### config.mk
export PLATFORM = sky130hd
export DESIGN_NAME = codec_ctl_dec
export DESIGN_NICKNAME = d
export VERILOG_FILES = /design/src/rtl/codec_ctl_pkg.sv /design/src/rtl/codec_ctl_cmd_decode.sv /design/src/rtl/codec_ctl_seq.sv /design/src/rtl/codec_ctl_store.sv /design/src/rtl/codec_ctl_dec.sv
export SDC_FILE = /design/constraint.sdc
export NUM_CORES = 2
export LEC_CHECK = 0
export ABC_AREA = 1
export ABC_CLOCK_PERIOD_IN_PS = 3850
export BUFFER_PORTS_ARGS = -buffer_cell sky130_fd_sc_hd__clkbuf_2
export CORE_MARGIN = 5
export CORE_UTILIZATION = 40
export CTS_CLUSTER_SIZE = 40
export DETAILED_ROUTE_END_ITERATION = 7
export MAX_ROUTING_LAYER = met4
export PLACE_DENSITY_LB_ADDON = 0.1
export REMOVE_ABC_BUFFERS = 1
export SYNTH_ARGS = -nofsm -noshare
export SYNTH_HDL_FRONTEND = slang
export SYNTH_HIERARCHICAL = 1
export SYNTH_SLANG_ARGS = --single-unit
export TNS_END_PERCENT = 1
### constraint.sdc
create_clock -name clk -period 3.85 [get_ports clk]
set_input_delay 1.155 -clock clk [delete_from_list [all_inputs] [get_ports clk]]
set_output_delay 1.155 -clock clk [all_outputs]
set_load 0.03 [all_outputs]
### src/rtl/codec_ctl_pkg.sv
package codec_ctl_pkg;

  // Field sizes fixed by the command encoding.
  localparam int CODE_W = 4;
  localparam int LEN_W  = 4;
  localparam int IDX_W  = 3;

  localparam logic [7:0] NOP_BYTE = 8'h00;

  typedef enum logic [1:0] {
    CLS_NOP  = 2'b00,
    CLS_STAT = 2'b01,
    CLS_COEF = 2'b10,
    CLS_RSV  = 2'b11
  } cmd_cls_e;

  typedef enum logic [1:0] {
    SQ_IDLE,
    SQ_COLLECT,
    SQ_SKIP,
    SQ_SEND
  } seq_state_e;

  typedef struct packed {
    logic              begin_wr;
    logic              begin_rd;
    logic              begin_skip;
    logic              to_coef;
    logic [CODE_W-1:0] code;
    logic [LEN_W-1:0]  len;
    logic              pwr_we;
    logic              pwr_val;
  } cmd_dec_t;

endpackage

### src/rtl/codec_ctl_cmd_decode.sv
module codec_ctl_cmd_decode
  import codec_ctl_pkg::*;
#(
  parameter int N_CFG     = 4,
  parameter int N_FILT    = 10,
  parameter int N_SHORT   = 2,
  parameter int FILT_LEN  = 8,
  parameter int SHORT_LEN = 4
) (
  input  logic [7:0] cmd,
  input  logic       dev_sel,
  output cmd_dec_t   dec
);

  localparam logic [CODE_W-1:0] FILT_END  = CODE_W'(N_FILT);
  localparam logic [CODE_W-1:0] SHORT_END = CODE_W'(N_FILT + N_SHORT);
  localparam logic [LEN_W-1:0]  FILT_L    = LEN_W'(FILT_LEN);
  localparam logic [LEN_W-1:0]  SHORT_L   = LEN_W'(SHORT_LEN);
  localparam logic [LEN_W-1:0]  CFG_L     = LEN_W'(N_CFG);
  localparam logic [LEN_W-1:0]  ONE_L     = LEN_W'(1);

  logic addr_ok;
  logic is_rd;
  logic valid;

  always_comb begin
    dec     = '0;
    valid   = 1'b0;
    addr_ok = (cmd[7] == dev_sel);
    is_rd   = cmd[6];
    unique case (cmd_cls_e'(cmd[3:2]))
      CLS_STAT: begin
        valid       = 1'b1;
        dec.to_coef = 1'b0;
        dec.len     = LEN_W'(cmd[1:0]) + ONE_L;
        if (dec.len > CFG_L) dec.len = CFG_L;
        dec.pwr_we  = addr_ok & ~is_rd;
        dec.pwr_val = cmd[5];
      end
      CLS_COEF: begin
        dec.to_coef = 1'b1;
        dec.code    = {cmd[5:4], cmd[1:0]};
        if (dec.code < FILT_END) begin
          valid   = 1'b1;
          dec.len = FILT_L;
        end else if (dec.code < SHORT_END) begin
          valid   = 1'b1;
          dec.len = SHORT_L;
        end
      end
      default: ;
    endcase
    dec.begin_wr   = valid &  addr_ok & ~is_rd;
    dec.begin_rd   = valid &  addr_ok &  is_rd;
    dec.begin_skip = valid & ~addr_ok & ~is_rd;
  end

endmodule

### src/rtl/codec_ctl_seq.sv
module codec_ctl_seq
  import codec_ctl_pkg::*;
(
  input  logic              clk,
  input  logic              rst_n,
  input  logic              tick,
  input  cmd_dec_t          dec,
  input  logic [7:0]        rd_data,
  output logic              mem_we,
  output logic              mem_to_coef,
  output logic [CODE_W-1:0] mem_code,
  output logic [IDX_W-1:0]  mem_idx,
  output logic              rd_to_coef,
  output logic [CODE_W-1:0] rd_code,
  output logic [IDX_W-1:0]  rd_idx,
  output logic              pwr_we,
  output logic              pwr_val,
  output logic [7:0]        tx_ctl
);

  localparam logic [LEN_W-1:0] ONE_L = LEN_W'(1);
  localparam logic [IDX_W-1:0] ONE_I = IDX_W'(1);

  seq_state_e        st_q, st_d;
  logic [LEN_W-1:0]  left_q, left_d;
  logic [IDX_W-1:0]  idx_q, idx_d;
  logic              coef_q, coef_d;
  logic [CODE_W-1:0] code_q, code_d;
  logic [7:0]        tx_q, tx_d;
  logic              accept;
  logic              load_rd;

  // Sequencing and read address; independent of the read data.
  always_comb begin
    st_d    = st_q;
    left_d  = left_q;
    idx_d   = idx_q;
    coef_d  = coef_q;
    code_d  = code_q;
    accept  = 1'b0;
    load_rd = 1'b0;
    mem_we  = 1'b0;
    if (tick) begin
      unique case (st_q)
        SQ_IDLE: accept = 1'b1;
        SQ_COLLECT: begin
          mem_we = 1'b1;
          idx_d  = idx_q + ONE_I;
          left_d = left_q - ONE_L;
          if (left_q == ONE_L) st_d = SQ_IDLE;
        end
        SQ_SKIP: begin
          left_d = left_q - ONE_L;
          if (left_q == ONE_L) st_d = SQ_IDLE;
        end
        SQ_SEND: begin
          if (left_q != '0) begin
            idx_d   = idx_q + ONE_I;
            left_d  = left_q - ONE_L;
            load_rd = 1'b1;
          end else begin
            st_d   = SQ_IDLE;
            accept = 1'b1;
          end
        end
        default: st_d = SQ_IDLE;
      endcase
      if (accept) begin
        if (dec.begin_wr) begin
          st_d   = SQ_COLLECT;
          left_d = dec.len;
          idx_d  = '0;
          coef_d = dec.to_coef;
          code_d = dec.code;
        end else if (dec.begin_rd) begin
          st_d    = SQ_SEND;
          left_d  = dec.len - ONE_L;
          idx_d   = '0;
          coef_d  = dec.to_coef;
          code_d  = dec.code;
          load_rd = 1'b1;
        end else if (dec.begin_skip) begin
          st_d   = SQ_SKIP;
          left_d = dec.len;
        end
      end
    end
  end

  // Outbound byte: queued read data, otherwise the no-operation value.
  always_comb begin
    tx_d = tx_q;
    if (tick) tx_d = load_rd ? rd_data : NOP_BYTE;
  end

  always_ff @(posedge clk or negedge rst_n) begin
    if (!rst_n) begin
      st_q   <= SQ_IDLE;
      left_q <= '0;
      idx_q  <= '0;
      coef_q <= 1'b0;
      code_q <= '0;
      tx_q   <= NOP_BYTE;
    end else if (tick) begin
      st_q   <= st_d;
      left_q <= left_d;
      idx_q  <= idx_d;
      coef_q <= coef_d;
      code_q <= code_d;
      tx_q   <= tx_d;
    end
  end

  assign mem_to_coef = coef_q;
  assign mem_code    = code_q;
  assign mem_idx     = idx_q;
  assign rd_to_coef  = coef_d;
  assign rd_code     = code_d;
  assign rd_idx      = idx_d;
  assign pwr_we      = accept & dec.pwr_we;
  assign pwr_val     = dec.pwr_val;
  assign tx_ctl      = tx_q;

endmodule

### src/rtl/codec_ctl_store.sv
module codec_ctl_store
  import codec_ctl_pkg::*;
#(
  parameter int N_CFG    = 4,
  parameter int N_BLK    = 12,
  parameter int FILT_LEN = 8
) (
  input  logic               clk,
  input  logic               rst_n,
  input  logic               we,
  input  logic               we_coef,
  input  logic [CODE_W-1:0]  we_code,
  input  logic [IDX_W-1:0]   we_idx,
  input  logic [7:0]         wdata,
  input  logic               rd_coef,
  input  logic [CODE_W-1:0]  rd_code,
  input  logic [IDX_W-1:0]   rd_idx,
  input  logic               pwr_we,
  input  logic               pwr_val,
  output logic [7:0]         rd_data,
  output logic [N_CFG*8-1:0] cfg_flat,
  output logic               pwr_up
);

  localparam int MEM_DEPTH = N_BLK * FILT_LEN;
  localparam int AW        = $clog2(MEM_DEPTH);
  localparam int CW        = $clog2(N_CFG);

  logic [7:0]    cfg_rd [N_CFG];
  logic [7:0]    mem_rd [MEM_DEPTH];
  logic [AW-1:0] waddr;
  logic [AW-1:0] raddr;
  logic          cfg_we;
  logic          coef_we;

  assign waddr   = AW'(we_code) * AW'(FILT_LEN) + AW'(we_idx);
  assign raddr   = AW'(rd_code) * AW'(FILT_LEN) + AW'(rd_idx);
  assign cfg_we  = we & ~we_coef;
  assign coef_we = we &  we_coef;

  for (genvar g = 0; g < N_CFG; g++) begin : g_cfg
    logic [7:0] reg_q;
    always_ff @(posedge clk or negedge rst_n) begin
      if (!rst_n)                              reg_q <= '0;
      else if (cfg_we && we_idx == IDX_W'(g))  reg_q <= wdata;
    end
    assign cfg_rd[g]          = reg_q;
    assign cfg_flat[8*g +: 8] = reg_q;
  end

  for (genvar g = 0; g < MEM_DEPTH; g++) begin : g_coef
    logic [7:0] cell_q;
    always_ff @(posedge clk or negedge rst_n) begin
      if (!rst_n)                             cell_q <= '0;
      else if (coef_we && waddr == AW'(g))    cell_q <= wdata;
    end
    assign mem_rd[g] = cell_q;
  end

  always_comb begin
    rd_data = '0;
    if (rd_coef) begin
      if (raddr < AW'(MEM_DEPTH)) rd_data = mem_rd[raddr];
    end else if (rd_idx < IDX_W'(N_CFG)) begin
      rd_data = cfg_rd[rd_idx[CW-1:0]];
    end
  end

  always_ff @(posedge clk or negedge rst_n) begin
    if (!rst_n)      pwr_up <= 1'b0;
    else if (pwr_we) pwr_up <= pwr_val;
  end

endmodule

### src/rtl/codec_ctl_dec.sv
module codec_ctl_dec
  import codec_ctl_pkg::*;
#(
  parameter int N_CFG     = 4,
  parameter int N_FILT    = 10,
  parameter int N_SHORT   = 2,
  parameter int FILT_LEN  = 8,
  parameter int SHORT_LEN = 4
) (
  input  logic               clk,
  input  logic               rst_n,
  input  logic               frame_tick,
  input  logic [7:0]         rx_ctl,
  input  logic               dev_sel,
  output logic [7:0]         tx_ctl,
  output logic [N_CFG*8-1:0] cfg_out,
  output logic               pwr_up
);

  localparam int N_BLK = N_FILT + N_SHORT;

  cmd_dec_t          dec;
  logic              mem_we;
  logic              mem_to_coef;
  logic [CODE_W-1:0] mem_code;
  logic [IDX_W-1:0]  mem_idx;
  logic              rd_to_coef;
  logic [CODE_W-1:0] rd_code;
  logic [IDX_W-1:0]  rd_idx;
  logic              pwr_we;
  logic              pwr_val;
  logic [7:0]        rd_data;

  codec_ctl_cmd_decode #(
    .N_CFG(N_CFG), .N_FILT(N_FILT), .N_SHORT(N_SHORT),
    .FILT_LEN(FILT_LEN), .SHORT_LEN(SHORT_LEN)
  ) u_decode (
    .cmd(rx_ctl), .dev_sel(dev_sel), .dec(dec)
  );

  codec_ctl_seq u_seq (
    .clk(clk), .rst_n(rst_n), .tick(frame_tick), .dec(dec), .rd_data(rd_data),
    .mem_we(mem_we), .mem_to_coef(mem_to_coef), .mem_code(mem_code), .mem_idx(mem_idx),
    .rd_to_coef(rd_to_coef), .rd_code(rd_code), .rd_idx(rd_idx),
    .pwr_we(pwr_we), .pwr_val(pwr_val), .tx_ctl(tx_ctl)
  );

  codec_ctl_store #(
    .N_CFG(N_CFG), .N_BLK(N_BLK), .FILT_LEN(FILT_LEN)
  ) u_store (
    .clk(clk), .rst_n(rst_n),
    .we(mem_we), .we_coef(mem_to_coef), .we_code(mem_code), .we_idx(mem_idx), .wdata(rx_ctl),
    .rd_coef(rd_to_coef), .rd_code(rd_code), .rd_idx(rd_idx),
    .pwr_we(pwr_we), .pwr_val(pwr_val),
    .rd_data(rd_data), .cfg_flat(cfg_out), .pwr_up(pwr_up)
  );

endmodule

# Word-level counts from Yosys, hierarchy flattened
# Index checks and enable logic that the tools add are counted.
[word_totals] word_cells=403 reg_bits=823 output_inout_bits=41
[op_classes] n_addsub=6 reduce_logical=105 n_bitwise=14 magnitude_cmp=7 mux=59 n_eq_ne=105
[op_table] operator="equality test 7 x 6 -> 1 bit (second input constant)" n=32
[op_table] operator="equality test 7 bit (second input constant)" n=32
[op_table] operator="equality test 7 x 5 -> 1 bit (second input constant)" n=16
[op_table] operator="logical AND 1 bit" n=100
[op_table] operator="two-way mux 8 bit" n=8
[op_table] operator="binary-select mux 8 bit (select 7 bit)" n=1
[op_table] operator="equality test 7 x 4 -> 1 bit (second input constant)" n=8
[op_table] operator="two-way mux 4 bit" n=12
[op_table] operator="equality test 7 x 3 -> 1 bit (second input constant)" n=4
[op_table] operator="two-way mux 1 bit" n=18
[op_table] operator="two-way mux 3 bit" n=6
[op_table] operator="binary-select mux 8 bit (select 2 bit)" n=1
[op_table] operator="case mux 4 bit (2 select lines)" n=2
[op_table] operator="adder 7 x 3 -> 7 bit" n=2
[op_table] operator="equality test 7 x 2 -> 1 bit (second input constant)" n=2
[op_table] operator="two-way mux 2 bit" n=7
[op_table] operator="bitwise AND 1 bit" n=9
[op_table] operator=">= comparator 8 bit (second input constant)" n=1
[op_table] operator="less-than comparator 4 bit (second input constant)" n=2
[op_table] operator="NOT 7 -> 8 bit" n=1
[op_table] operator="subtractor 4 x 1 -> 4 bit (second input constant)" n=2
[op_table] operator="equality test 7 x 1 -> 1 bit (second input constant)" n=1
[op_table] operator="logical NOT 7 bit" n=1
[op_table] operator="less-than comparator 7 bit (second input constant)" n=1
[op_table] operator="20 further kinds" n=27

# Logic depth before layout (Yosys ltp)
[logic_depth] ltp_word=18 ltp_mapped=26

# Hierarchy
# Netlist, hierarchy kept.
[modules_own_cells] module="codec_ctl_store" area_per_inst_um2=36434.9 instances=1 seq_area_each_um2=20044.2 cells_each=4627
[modules_own_cells] module="codec_ctl_seq" area_per_inst_um2=1443.9 instances=1 seq_area_each_um2=550.5 cells_each=201
[modules_own_cells] module="codec_ctl_cmd_decode" area_per_inst_um2=202.7 instances=1 seq_area_each_um2=0.0 cells_each=44

# Least setup slack after synthesis
# OpenSTA, ideal clock, no wires.
[synth_path] path_type="input port to flip-flop" start="input rx_ctl[2]" end="register u_seq.tx_q[2], in the netlist u_seq/tx_ctl[2]" t_arrival_ns=3.743 setup_slack_ns=-0.010 path_stages=23 required_ns=3.733 path_cell_list="inv_1 > ha_1 > nand2_1 > nand2_1 > nand2_2 > nor2_1 > buf_2 > o211ai_4 > inv_6 > o21ai_0 > clkbuf_1 > buf_1 > nand3_1 > nand3_1 > nand2_1 > nand2_1 > nand2_1 > o21ai_0 > nand2_1 > nand3_1 > nand2_1 > nand2_1 > nand2_1"
[synth_rtl] item="start, declared" line_no="codec_ctl_dec.sv:13" source="input logic [7:0] rx_ctl,"
[synth_rtl] item="end signal, assigned" line_no="codec_ctl_seq.sv:110" source="tx_q <= tx_d;"
[synth_rtl] item="end, declared" line_no="codec_ctl_seq.sv:29" source="logic [7:0] tx_q, tx_d;"

==> run summary <==
status - finished, final reports clean
post-synthesis cell type count - 37
Reg clk slew, reported paths - 0.06 ns
Worst path most repeated cell - nand2_1
dpl hpwl - 83800 um
Synth Warn # - 6
routability cong. - 0.921
Longest Clk Path Bufs - 3
Async SR Flop Fraction - 100%
nets - 4948
crit path cell chain - clkbuf_2, inv_1, ha_1, inv_1, nand2_2, nor2_1, buf_4, o211ai_4, inv_6, o21ai_4, buf_4, buf_12, nand3_1, nand3_1, nand2_1, nand2_1, nand3_1, o21ai_1, nand2_1, nand3_1, nand2_1, nand2_1, nand2_1
die area - 0.101 mm2
Top-Level Pins - 53
Root Driver - clkbuf_16
area occupied by registers - 0.0206 mm2
dpl cell area - 0.0413 mm2
Mapped Cells - 4872
Maximum Capacitance Violations - 0
uppermost layer routed - met4
post-synthesis sequential area ratio - 54.1%
number of global-route vias before repair - 31500
Finish-stage setup viols - 0
total wire length - 129000 um
Routed WL per cell - 20.6 um
Max Clk Rate - 266 MHz
global-route wire length before repair - 200000 um
required time worst endpoint - 4.41 ns
LEAKAGE - 20.1 nW
Iteration-0 DRC Markers - 3579
HP Class - in2async
worst hold-check slack - 0.383 ns
post-route setup slack - 0.0929 ns
critical path's slowest cell - ha_1
Critical Path AT - 4.32 ns
num rows - 113
Top Family by Delay on Critical Path - simple AND/OR/NAND/NOR gates
Synth-to-Final Area Change - 16.7%
Seq cells post-synth - 823
crit start category - input port
Worst Skew - 0.0183 ns
r2r startpoint - u_seq/left_q[0]
vias per inst - 5.35
largest net degree at the start of global routing - 140
Setup WS pre-CTS - -0.738 ns
later-pin clock latency in the skew report - 0.67 ns
relative slew slack - 22.7%
CP Capture Type - flip-flop
Fill cells - 9560
DR WL met2 - 58700 um
Initial Util - 40.2%
metal1 wirelength - 61000 um
Die Y - 319 um
CP Class - in2reg
Fin. Hold Viols - 0
Die Wd - 319 um
Multi-input gate area - 0.0159 mm2
CP Launch Point - rx_ctl[2]
Final Cycle Share - 97.6%
slowest cell delay on critical path - 0.29 ns
mapped cell area - 0.0381 mm2
drt pass-1 iters - 5
Final min period - 3.76 ns
Fin Setup TNS - 0 ns
H-tree depth - 3
post-synth top area cell - dfrtp_1
Remaining DRCs - 0
DR vias - 33500
Crit Path Max Fanout - 32
Final Instance Area - 0.0444 mm2
worst slew pin tran - 1.16 ns
syn_area_per_cell - 7.82 um2
Met3 Wirelength - 6660 um
EDFF count, synth - 0
GRT Util Overall - 25.7%
peak supply drop - 0.377 mV
Area contributors post-synth - dfrtp_1, nand2_1, o21ai_0, nand3_1, clkbuf_1
Synth top area share - 54.1%
TritonCTS clock tree - done
Worst Path Buf+Inv - 7
PortBufs - 52
GRT overflow - 0
CTS Buf Count - 93
Pwr Total - 0.0299 W
post-cts hold buffer count - 0
core area - 0.0947 mm2
clock sink count - 823
pwr dens - 674 mW/mm2
initial antenna violation count - 1
Most used DFF post-synth - dfrtp_1
layout cell share with drive strength beyond 1 - 10.1%
post-route ant nets - 0
max-slew violations - 0
## per-stage QoR
| step | utilization (%) | instances |
|---|---|---|
| floorplan | - | 4507 |
| finish | 46.9 | 6261 |
| global placement | 43.6 | 6092 |
| global route | 46.9 | 6261 |
| CTS | 46.8 | 6256 |
| detailed placement | 43.6 | 6092 |
## repair_timing
item / CTS / global route
setup buffers: 0 / 2
pin swaps: 0 / 3
cloned: 0 / 2
setup endpoints to repair: 1 / 8
resized for setup: 1 / 20
## state kept, by name, indices dropped and copies added, names as in the netlist
| register | count |
|---|---|
| u_seq/st_q | 2 |
| u_store/g_cfg.reg_q | 32 |
| u_seq/mem_code | 4 |
| u_store/g_coef.cell_q | 768 |
| u_store/pwr_up | 1 |
| u_seq/tx_ctl | 8 |
| u_seq/mem_idx | 3 |
| u_seq/left_q | 4 |
| u_seq/mem_to_coef | 1 |
## where the power goes
part           switching [W]  internal [W]  leakage, nW
Combinational        0.00780       0.00386         7.19
Clock                0.00368       0.00527         1.47
Sequential          0.000334       0.00899         11.5
## cell families after synthesis
group,share of synthesized area [%]
and+or+nand+nor,29.5
AOI/OAI and AO/OA,11.6
DFF,54.1
buffers and inverters,4.47
adders and majority gates,0.329
xor gates and xnor gates,0.0230
muxes,0.0296
## cell usage after synthesis, drive strengths merged (2+ instances only)
cell	count
a21oi	21
o21ai	841
o211ai	2
dfrtp	823
nand3	641
nor3	12
nand2	2021
or2	2
buf	80
clkinv	9
nor2	51
nor4	7
ha	10
o22ai	8
inv	53
clkbuf	285
## placed cells by master, fill, tap and decap left out, drive strengths merged
master | synthesis | final
clkbuf | 285 | 192
o22ai | 8 | 8
clkinvlp | 0 | 1
nor2 | 51 | 51
nand2 | 2021 | 2021
nor3b | 1 | 1
diode | 0 | 1
or2 | 2 | 2
o211ai | 2 | 2
nand4 | 1 | 1
o21ai | 841 | 841
inv | 53 | 64
a31oi | 1 | 1
a21oi | 21 | 21
nand3 | 641 | 641
mux2 | 1 | 1
xnor2 | 1 | 1
bufinv | 0 | 8
o32ai | 1 | 1
nor4 | 7 | 7
clkinv | 9 | 14
ha | 10 | 10
buf | 80 | 271
nor3 | 12 | 12
dfrtp | 823 | 823
## layer usage
| metal | GRT usage (%) | vias up |
|---|---|---|
| li1 | - | 16100 |
| met1 | 37.4 | 16400 |
| met2 | 39.3 | 882 |
| met3 | 3.00 | 173 |
| met4 | 5.31 | 0 |
| met5 | - | - |
## final cells by class
class,count,area share (%)
Sequential cell,823,46.3
Multi-Input combinational cell,3622,35.7
Timing Repair Buffer,324,7.04
Clock buffer,139,5.96
Tap cell,1265,3.56
Clock inverter,25,0.814
Inverter,62,0.617
Antenna cell,1,0.00563
## final timing paths
kind | to | slack (ns) | cells after the start
max in group asynchronous | u_store/g_coef[94].cell_q[1] | 2.34 | 2
max | u_seq/tx_ctl[0] | 0.09 | 23
max reg2reg | u_seq/tx_ctl[0] | 0.21 | 24
min | u_store/g_coef[27].cell_q[5] | 0.38 | 1
min reg2reg | u_store/g_coef[67].cell_q[3] | 0.48 | 2
min in group clk | u_store/g_coef[67].cell_q[3] | 0.48 | 2
(Power assumes the default switching activity.)
